[src/rtl/cfg_regbank_pkg.sv]
package cfg_regbank_pkg;

  localparam int DATA_W = 8;
  localparam int IDX_W  = 8;
  localparam int NUM_WR = 11;

  localparam logic [IDX_W-1:0] IX_DMA_WAIT = 8'h01;
  localparam logic [IDX_W-1:0] IX_VERSION  = 8'h40;
  localparam logic [IDX_W-1:0] IX_CLK      = 8'h41;
  localparam logic [IDX_W-1:0] IX_PERIPH   = 8'h42;
  localparam logic [IDX_W-1:0] IX_MISC     = 8'h43;
  localparam logic [IDX_W-1:0] IX_PWR      = 8'h44;
  localparam logic [IDX_W-1:0] IX_ROM      = 8'h45;
  localparam logic [IDX_W-1:0] IX_WP       = 8'h46;
  localparam logic [IDX_W-1:0] IX_SH0      = 8'h47;
  localparam logic [IDX_W-1:0] IX_SH1      = 8'h48;
  localparam logic [IDX_W-1:0] IX_SH2      = 8'h49;
  localparam logic [IDX_W-1:0] IX_DRAM     = 8'h4A;
  localparam logic [IDX_W-1:0] IX_EXTB     = 8'h4B;
  localparam logic [IDX_W-1:0] IX_EMS      = 8'h4C;

  // slot numbers of the writable registers
  localparam int S_CLK = 0, S_PERIPH = 1, S_PWR = 2, S_ROM = 3, S_WP = 4;
  localparam int S_SH0 = 5, S_SH1 = 6, S_SH2 = 7, S_DRAM = 8, S_EXTB = 9, S_EMS = 10;

  function automatic logic [IDX_W-1:0] slot_index(input int k);
    case (k)
      S_CLK:    return IX_CLK;
      S_PERIPH: return IX_PERIPH;
      S_PWR:    return IX_PWR;
      S_ROM:    return IX_ROM;
      S_WP:     return IX_WP;
      S_SH0:    return IX_SH0;
      S_SH1:    return IX_SH1;
      S_SH2:    return IX_SH2;
      S_DRAM:   return IX_DRAM;
      S_EXTB:   return IX_EXTB;
      default:  return IX_EMS;
    endcase
  endfunction

  function automatic logic [DATA_W-1:0] slot_reset(input int k);
    case (k)
      S_CLK:    return 8'h02;
      S_PERIPH: return 8'h80;
      S_ROM:    return 8'hC0;
      S_DRAM:   return 8'h02;
      default:  return 8'h00;
    endcase
  endfunction

  function automatic logic [DATA_W-1:0] slot_mask(input int k);
    if (k == S_PWR) return 8'h40;
    return 8'hFF;
  endfunction

  // value of an index that has no writable storage
  function automatic logic [DATA_W-1:0] fixed_value(input logic [IDX_W-1:0] idx);
    case (idx)
      IX_DMA_WAIT: return 8'h00;
      IX_VERSION:  return 8'h0A;
      IX_MISC:     return 8'h37;
      default:     return 8'hFF;
    endcase
  endfunction

endpackage

[src/rtl/cfg_io_decode.sv]
module cfg_io_decode #(
  parameter int              ADDR_W   = 16,
  parameter logic [15:0]     IDX_PORT = 16'h0022,
  parameter logic [15:0]     DAT_PORT = 16'h0023,
  parameter logic [15:0]     SYS_PORT = 16'h0092
) (
  input  logic [ADDR_W-1:0] io_addr,
  input  logic              io_wr,
  input  logic              io_rd,
  output logic              idx_wr,
  output logic              dat_wr,
  output logic              dat_rd,
  output logic              sys_wr,
  output logic              sys_rd
);
  logic hit_idx, hit_dat, hit_sys;

  assign hit_idx = (io_addr == ADDR_W'(IDX_PORT));
  assign hit_dat = (io_addr == ADDR_W'(DAT_PORT));
  assign hit_sys = (io_addr == ADDR_W'(SYS_PORT));

  assign idx_wr = io_wr & hit_idx;
  assign dat_wr = io_wr & hit_dat;
  assign dat_rd = io_rd & hit_dat;
  assign sys_wr = io_wr & hit_sys;
  assign sys_rd = io_rd & hit_sys;
endmodule

[src/rtl/cfg_reg_file.sv]
module cfg_reg_file
  import cfg_regbank_pkg::*;
#(
  parameter int NUM = NUM_WR
) (
  input  logic                       clk,
  input  logic                       rst,
  input  logic                       wr_en,
  input  logic [IDX_W-1:0]           idx,
  input  logic [DATA_W-1:0]          wr_data,
  output logic [NUM-1:0][DATA_W-1:0] slot_q,
  output logic                       rd_hit,
  output logic [DATA_W-1:0]          rd_value
);
  logic [NUM-1:0] hit;

  for (genvar k = 0; k < NUM; k++) begin : g_slot
    assign hit[k] = (idx == slot_index(k));
    always_ff @(posedge clk) begin
      if (rst)
        slot_q[k] <= slot_reset(k);
      else if (wr_en && hit[k])
        slot_q[k] <= wr_data & slot_mask(k);
    end
  end

  always_comb begin
    rd_value = '0;
    for (int k = 0; k < NUM; k++)
      if (hit[k]) rd_value = rd_value | slot_q[k];
  end

  assign rd_hit = |hit;
endmodule

[src/rtl/cfg_sysctl_port.sv]
module cfg_sysctl_port #(
  parameter int DATA_W  = 8,
  parameter int A20_BIT = 1,
  parameter int RST_BIT = 0
) (
  input  logic              clk,
  input  logic              rst,
  input  logic              wr_en,
  input  logic [DATA_W-1:0] wr_data,
  output logic [DATA_W-1:0] port_q,
  output logic              a20,
  output logic              soft_rst
);
  always_ff @(posedge clk) begin
    if (rst) begin
      port_q   <= '0;
      soft_rst <= 1'b0;
    end else begin
      soft_rst <= wr_en & wr_data[RST_BIT] & ~port_q[RST_BIT];
      if (wr_en) port_q <= wr_data;
    end
  end

  assign a20 = port_q[A20_BIT];
endmodule

[src/rtl/cfg_regbank_top.sv]
module cfg_regbank_top
  import cfg_regbank_pkg::*;
#(
  parameter int          ADDR_W   = 16,
  parameter logic [15:0] IDX_PORT = 16'h0022,
  parameter logic [15:0] DAT_PORT = 16'h0023,
  parameter logic [15:0] SYS_PORT = 16'h0092,
  parameter int          A20_BIT  = 1,
  parameter int          RST_BIT  = 0,
  parameter int          MISC_BIT = 6
) (
  input  logic              clk,
  input  logic              rst,
  input  logic [ADDR_W-1:0] io_addr,
  input  logic [7:0]        io_wdata,
  input  logic              io_wr,
  input  logic              io_rd,
  output logic [7:0]        io_rdata,
  output logic              io_rvalid,
  output logic              a20_alt,
  output logic              cpu_soft_reset,
  output logic [7:0]        clk_ctl,
  output logic [7:0]        periph_ctl,
  output logic [7:0]        pwr_mgmt,
  output logic [7:0]        rom_en,
  output logic [7:0]        ram_wp,
  output logic [23:0]       shadow_en,
  output logic [7:0]        dram_cfg,
  output logic [7:0]        ext_bound,
  output logic [7:0]        ems_ctl
);
  logic                          idx_wr, dat_wr, dat_rd, sys_wr, sys_rd;
  logic [IDX_W-1:0]              idx_q;
  logic [NUM_WR-1:0][DATA_W-1:0] slot_q;
  logic                          rd_hit;
  logic [DATA_W-1:0]             rd_slot, dat_value, sys_q, misc_merged;

  cfg_io_decode #(
    .ADDR_W(ADDR_W), .IDX_PORT(IDX_PORT), .DAT_PORT(DAT_PORT), .SYS_PORT(SYS_PORT)
  ) u_dec (
    .io_addr(io_addr), .io_wr(io_wr), .io_rd(io_rd),
    .idx_wr(idx_wr), .dat_wr(dat_wr), .dat_rd(dat_rd),
    .sys_wr(sys_wr), .sys_rd(sys_rd)
  );

  always_ff @(posedge clk) begin
    if (rst)         idx_q <= '0;
    else if (idx_wr) idx_q <= io_wdata;
  end

  cfg_reg_file #(.NUM(NUM_WR)) u_regs (
    .clk(clk), .rst(rst), .wr_en(dat_wr), .idx(idx_q), .wr_data(io_wdata),
    .slot_q(slot_q), .rd_hit(rd_hit), .rd_value(rd_slot)
  );

  cfg_sysctl_port #(.DATA_W(DATA_W), .A20_BIT(A20_BIT), .RST_BIT(RST_BIT)) u_sys (
    .clk(clk), .rst(rst), .wr_en(sys_wr), .wr_data(io_wdata),
    .port_q(sys_q), .a20(a20_alt), .soft_rst(cpu_soft_reset)
  );

  always_comb begin
    misc_merged           = fixed_value(IX_MISC);
    misc_merged[MISC_BIT] = sys_q[A20_BIT];
    if (rd_hit)               dat_value = rd_slot;
    else if (idx_q == IX_MISC) dat_value = misc_merged;
    else                      dat_value = fixed_value(idx_q);
  end

  always_ff @(posedge clk) begin
    if (rst) begin
      io_rvalid <= 1'b0;
      io_rdata  <= 8'hFF;
    end else begin
      io_rvalid <= dat_rd | sys_rd;
      if (sys_rd)      io_rdata <= sys_q;
      else if (dat_rd) io_rdata <= dat_value;
      else             io_rdata <= 8'hFF;
    end
  end

  assign clk_ctl    = slot_q[S_CLK];
  assign periph_ctl = slot_q[S_PERIPH];
  assign pwr_mgmt   = slot_q[S_PWR];
  assign rom_en     = slot_q[S_ROM];
  assign ram_wp     = slot_q[S_WP];
  assign shadow_en  = {slot_q[S_SH2], slot_q[S_SH1], slot_q[S_SH0]};
  assign dram_cfg   = slot_q[S_DRAM];
  assign ext_bound  = slot_q[S_EXTB];
  assign ems_ctl    = slot_q[S_EMS];
endmodule

[config.mk]
export PLATFORM = sky130hd
export DESIGN_NAME = cfg_regbank_top
export DESIGN_NICKNAME = d
export VERILOG_FILES = /design/src/rtl/cfg_regbank_pkg.sv /design/src/rtl/cfg_io_decode.sv /design/src/rtl/cfg_reg_file.sv /design/src/rtl/cfg_sysctl_port.sv /design/src/rtl/cfg_regbank_top.sv
export SDC_FILE = /design/constraint.sdc
export NUM_CORES = 1
export LEC_CHECK = 0
export BUFFER_PORTS_ARGS = -buffer_cell sky130_fd_sc_hd__buf_2
export CAP_MARGIN = 5
export CORE_ASPECT_RATIO = 1.1
export CORE_MARGIN = 8
export CORE_UTILIZATION = 53
export DETAILED_ROUTE_END_ITERATION = 6
export GPL_ROUTABILITY_DRIVEN = 0
export MAX_ROUTING_LAYER = met4
export PLACE_DENSITY = 0.8
export SKIP_CTS_REPAIR_TIMING = 1
export SYNTH_ARGS = -nofsm -noshare
export SYNTH_HDL_FRONTEND = slang
export SYNTH_SLANG_ARGS = --single-unit
[constraint.sdc]
create_clock -name clk -period 2.4 [get_ports clk]
set_input_delay 0.12 -clock clk [delete_from_list [all_inputs] [get_ports clk]]
set_output_delay 0.12 -clock clk [all_outputs]
set_load 0.005 [all_outputs]
**Word-level counts from Yosys, hierarchy flattened**

Cells that the tools add are included.

- Register bits: 107
- Input bits: 28
- Output and inout port bits: 99
- Logic and storage cells: 80

- Equal/unequal tests: 17
- Multiplexer cells: 16
- Bitwise gates (word level): 19
- Reduce and logical (&&, ||, !) cells: 12

Operators by type and width:

| kind | count |
|---|---|
| 8-bit 2-to-1 mux | 15 |
| 8-bit by 7-bit equality test with 1-bit output, second input constant | 13 |
| 8-bit OR | 9 |
| 16-bit by 6-bit equality test with 1-bit output, second input constant | 2 |
| 16-bit by 8-bit equality test with 1-bit output, second input constant | 1 |
| 8-bit one-hot mux with 2 select lines | 1 |
| 1-bit logical AND | 11 |
| 11-bit OR reduction | 1 |
| 8-bit by 1-bit equality test with 1-bit output, second input constant | 1 |
| 8-bit by 7-bit OR with 8-bit output | 1 |
| 1-bit bitwise AND | 7 |
| 1-bit NOT | 1 |
| 1-bit OR | 1 |

**Depth between registers and ports, before layout**

- Depth in word-level cells: 25
- Depth in mapped cells: 8
- Gate-level depth less buffers: 5

**Cells and area by module**

Synthesis repeated with hierarchy kept, for this count alone.

- Cell total of the unflattened synthesis: 541
- Area total of the unflattened synthesis: 5346.4 sq um

Modules (own cells, without submodules):

| module | instances | cells an instance | area an instance (sq um) | seq. area each (sq um) |
|---|---|---|---|---|
| cfg_reg_file | 1 | 405 | 4046.4 | 1621.6 |
| cfg_regbank_top | 1 | 87 | 812.0 | 340.3 |
| cfg_sysctl_port | 1 | 29 | 345.3 | 180.2 |
| cfg_io_decode | 1 | 20 | 142.6 | 0.0 |

**Worst setup path before layout**

Ideal clock, no wire load.

- Kind: register -> register
- From: register idx_q[6]
- To: register u_regs.slot_q[1] (netlist bit)
- Setup time: 120 ps
- Arrival time: 1934 ps
- Data required time: 2280 ps
- Slack: 346 ps
- Cell stages (with the launch flop): 7
- Buffers on the path: 2
- Clock period less this slack: 2054 ps
- Cells stage by stage: dfxtp_1 -> buf_4 -> or4b_1 -> buf_6 -> nor4_4 -> nor2b_1 -> a211o_1

- Longest elaborated chain between the ends: 2

Ends and longest elaborated chain:

| item | RTL line | RTL |
|---|---|---|
| start: declaration | cfg_regbank_top.sv:33 | `logic [IDX_W-1:0] idx_q;` |
| start signal: assignment | cfg_regbank_top.sv:48 | `else if (idx_wr) idx_q <= io_wdata;` |
| 8-bit by 7-bit equality test with 1-bit output | cfg_reg_file.sv:18 | `assign hit[k] = (idx == slot_index(k));` |
| 1-bit logical AND | cfg_reg_file.sv:22 | `else if (wr_en && hit[k])` |
| end signal: indexed assignment | cfg_reg_file.sv:21 | `slot_q[k] <= slot_reset(k);` |
| end signal: indexed assignment | cfg_reg_file.sv:23 | `slot_q[k] <= wr_data & slot_mask(k);` |
| end: declaration | cfg_reg_file.sv:11 | `output logic [NUM-1:0][DATA_W-1:0] slot_q,` |

Every way passes these cells.
A chain may end at the register's enable or synchronous reset.

**Worst setup path in the final report**

Ends and elaborated chain as after synthesis.

==> impl_results.md <==
* Status: completed
* Placed cells at 735
* Hold Crit Start: io_wdata[7]
* CTS Sinks at 107
* FF-to-FF setup slack at 240 ps
* Netlist cell types at 57
* Critical Path Fanout Max at 9
* Post-Synthesis Cells at 508
* RR Endpoint: u_regs.slot_q[1]
* Clock Skew at 16.6 ps
* Pwr dens at 494 nW/um2
* Final wirelength at approximately 15 mm
* R2R cell count at 5
* Hpwl dp at 11.4 mm
* Worst EP required at 2650 ps
* Max Transition Viols Final at 0
* Worst rel slew slack at 0.640
* Initial antenna violation count at 0
* Die width at 109 um
* Io pins at between 100 and 150
* DR vias at roughly 4500
* Tcrit/Tclk final at 0.901
* Fill cell count at 781
* Yosys warns at 0
* Synth top area share at 0.423
* Worst-Margin Slew at 539 ps
* Fin crit period at ~2200 ps
* Startpoint types: flip-flop
* Fin Setup TNS at 0 ps
* Clk Latency, worst-skew pair at 370 ps
* EDFF count, synth at 0
* CTS Buffer Depth at 2
* Synth area leader: dfxtp_1
* Final-report hold violation count at 0
* Share of the yosys chip area belonging to registers at 0.423
* Clock transition at the registers of the reported paths at 100 ps
* GRT overflow at 0
* Commonest cells post-synth: dfxtp_1, mux2i_1, nor2_1
* Starting Density at 0.542
* Die Span Y at 119 um
* Routed wl met3 at 1.20 mm
* Ys flop type: dfxtp_1
* Layout Nets at 658
* Worst VDD drop at approximately 0.00036 V
* Asr flop ratio synth at 0
* Vias per cell at just under 6
* Tightest Hold Check Type: primary input to flip-flop
* Highest clock rate at about 460 MHz
* Top Metal Used: met4
* Setup WS pre-CTS at ~130 ps
* Leakage at 2.46 nW
* DP Area at 5900 um2
* Antenna Nets Post-Route at 0
* Top cells by area, synth: dfxtp_1, mux2i_1, nor2_1, nor3_4, nor4_4
* RSZ-0062 raised after global routing: no
* Met1 WL at 6.17 mm
* Mapped Area at 5070 um2
* First-pass GRT wire length at 23.8 mm
* #FFs+latches synth at 107
* Mean Syn Cell Area at 9.98 um2
* Top-count cell post-synth: dfxtp_1
* Row count at 37
* CTS root buffer: clkbuf_8
* FF-to-FF Start: idx_q[6]
* CTS tree: yes
* Post-route cell area at between 6000 and 7000 um2
* Vias in the first global route at between 4000 and 5000
* Critical path arrival at around 2400 ps
* # DRC at 0
* Cells on Worst Hold Path at 2
* TritonCTS Buffers at 9
* Wire length per cell at between 15 and 20 um
* MaxCap Viol Count at 0
* Total GRT Usage at 0.236
* Share of cells above drive strength 1 at 0.309
* IO buf count at 119
* CP endpoint kind: flip-flop
* Worst min-delay path endpoint: u_regs.slot_q[31]
* # setup viols final at 0
* H-tree Lvls at 3
* Area growth, synth to finish at 20.8%
* Critical path class: flip-flop to flip-flop
* Fin worst setup slack at 238 ps
* DR iter-0 viols at a little over 300
* DR pass1 iterations at 6
* # diodes at 0
* Final Non-Filler Cells at about 750
* Core Region at 9350 um2
* Largest net degree at the start of global routing at 54
* Die Area at approximately 13000 um2
* Met2 routed WL at between 7 and 8 mm
==> sequential cells by signal, summed over array words and instances (netlist names) <==
name and cells:
u_regs.slot_q 81, io_rdata 8, io_rvalid 1, u_sys.soft_rst 1
u_sys.port_q 8, idx_q 8
==> kinds of logic (layout without fill, tap and decap cells) <==
logic type,Yosys count,in the layout,synth area share
AO/OA/AOI/OAI,54,54,0.0837
XOR/XNOR,1,1,0.00173
buffers and inverters,47,168,0.0439
flip-flops,107,107,0.423
multiplexers,114,114,0.234
other,1,7,0.000740
AND/OR/NAND/NOR,184,184,0.213
==> cell usage in the layout (no fill, tap or decap), types with 7 or more instances in the layout <==
| cell type | netlist | final |
|---|---|---|
| buf_2 | 4 | 119 |
| dfxtp_1 | 107 | 107 |
| mux2i_1 | 105 | 105 |
| nor2_1 | 104 | 103 |
| buf_4 | 9 | 25 |
| nand2_1 | 18 | 18 |
| nor2b_1 | 10 | 10 |
| clkbuf_8 | 0 | 10 |
| nor3_4 | 7 | 7 |
| conb_1 | 1 | 7 |
==> per-stage QoR <==
stage                     total power (W)  hold WS, ps  utilization
after floorplan                   0.00188          238            -
after global placement            0.00191          467        0.631
after detailed placement          0.00191          476        0.631
after CTS                         0.00303          148        0.653
after global routing              0.00312          144        0.655
final                             0.00303          153        0.655
==> how the worst max path moves through the flow <==
stage	slack, ps	depth (start not counted)	startpoint	to
final	240	5	idx_q[6]	u_regs.slot_q[1]
after global routing	120	5	idx_q[6]	io_rdata[3]
after CTS	100	6	idx_q[6]	u_regs.slot_q[26]
after detailed placement	130	6	idx_q[6]	u_regs.slot_q[26]
after global placement	250	6	idx_q[6]	u_regs.slot_q[25]
after floorplan	350	6	idx_q[6]	u_regs.slot_q[1]
==> layout make-up <==
type                       count  area (um2)  share of cell area
clock buffer                  10         138              0.0225
clock inverter                 6        72.6              0.0119
inverter                       3        11.3             0.00184
multi-input combinational    360        2730               0.446
sequential                   107        2140               0.350
tap                          117         146              0.0239
timing repair buffer         149         883               0.144
==> worst max-delay path, stage by stage (launching register included) <==
cell and delay [ps]:
dfxtp_1 500, or4b_1 660, nor4_4 320, buf_4 240
nor2b_1 70, a211o_1 260
==> per-layer routing <==
metal  track usage  vias up
met1         0.301     2128
met2         0.361      247
met5             -        -
met4        0.0938        0
li1              -     2038
met3        0.0435       56
==> report_power, final <==
part           total (W)  switching (W)  internal, W
registers        0.00177  0.00000000331      0.00177
clock network    0.00115       0.000626     0.000524
logic           0.000102      0.0000747    0.0000271
No activity file was read; power rests on OpenSTA's default activity.
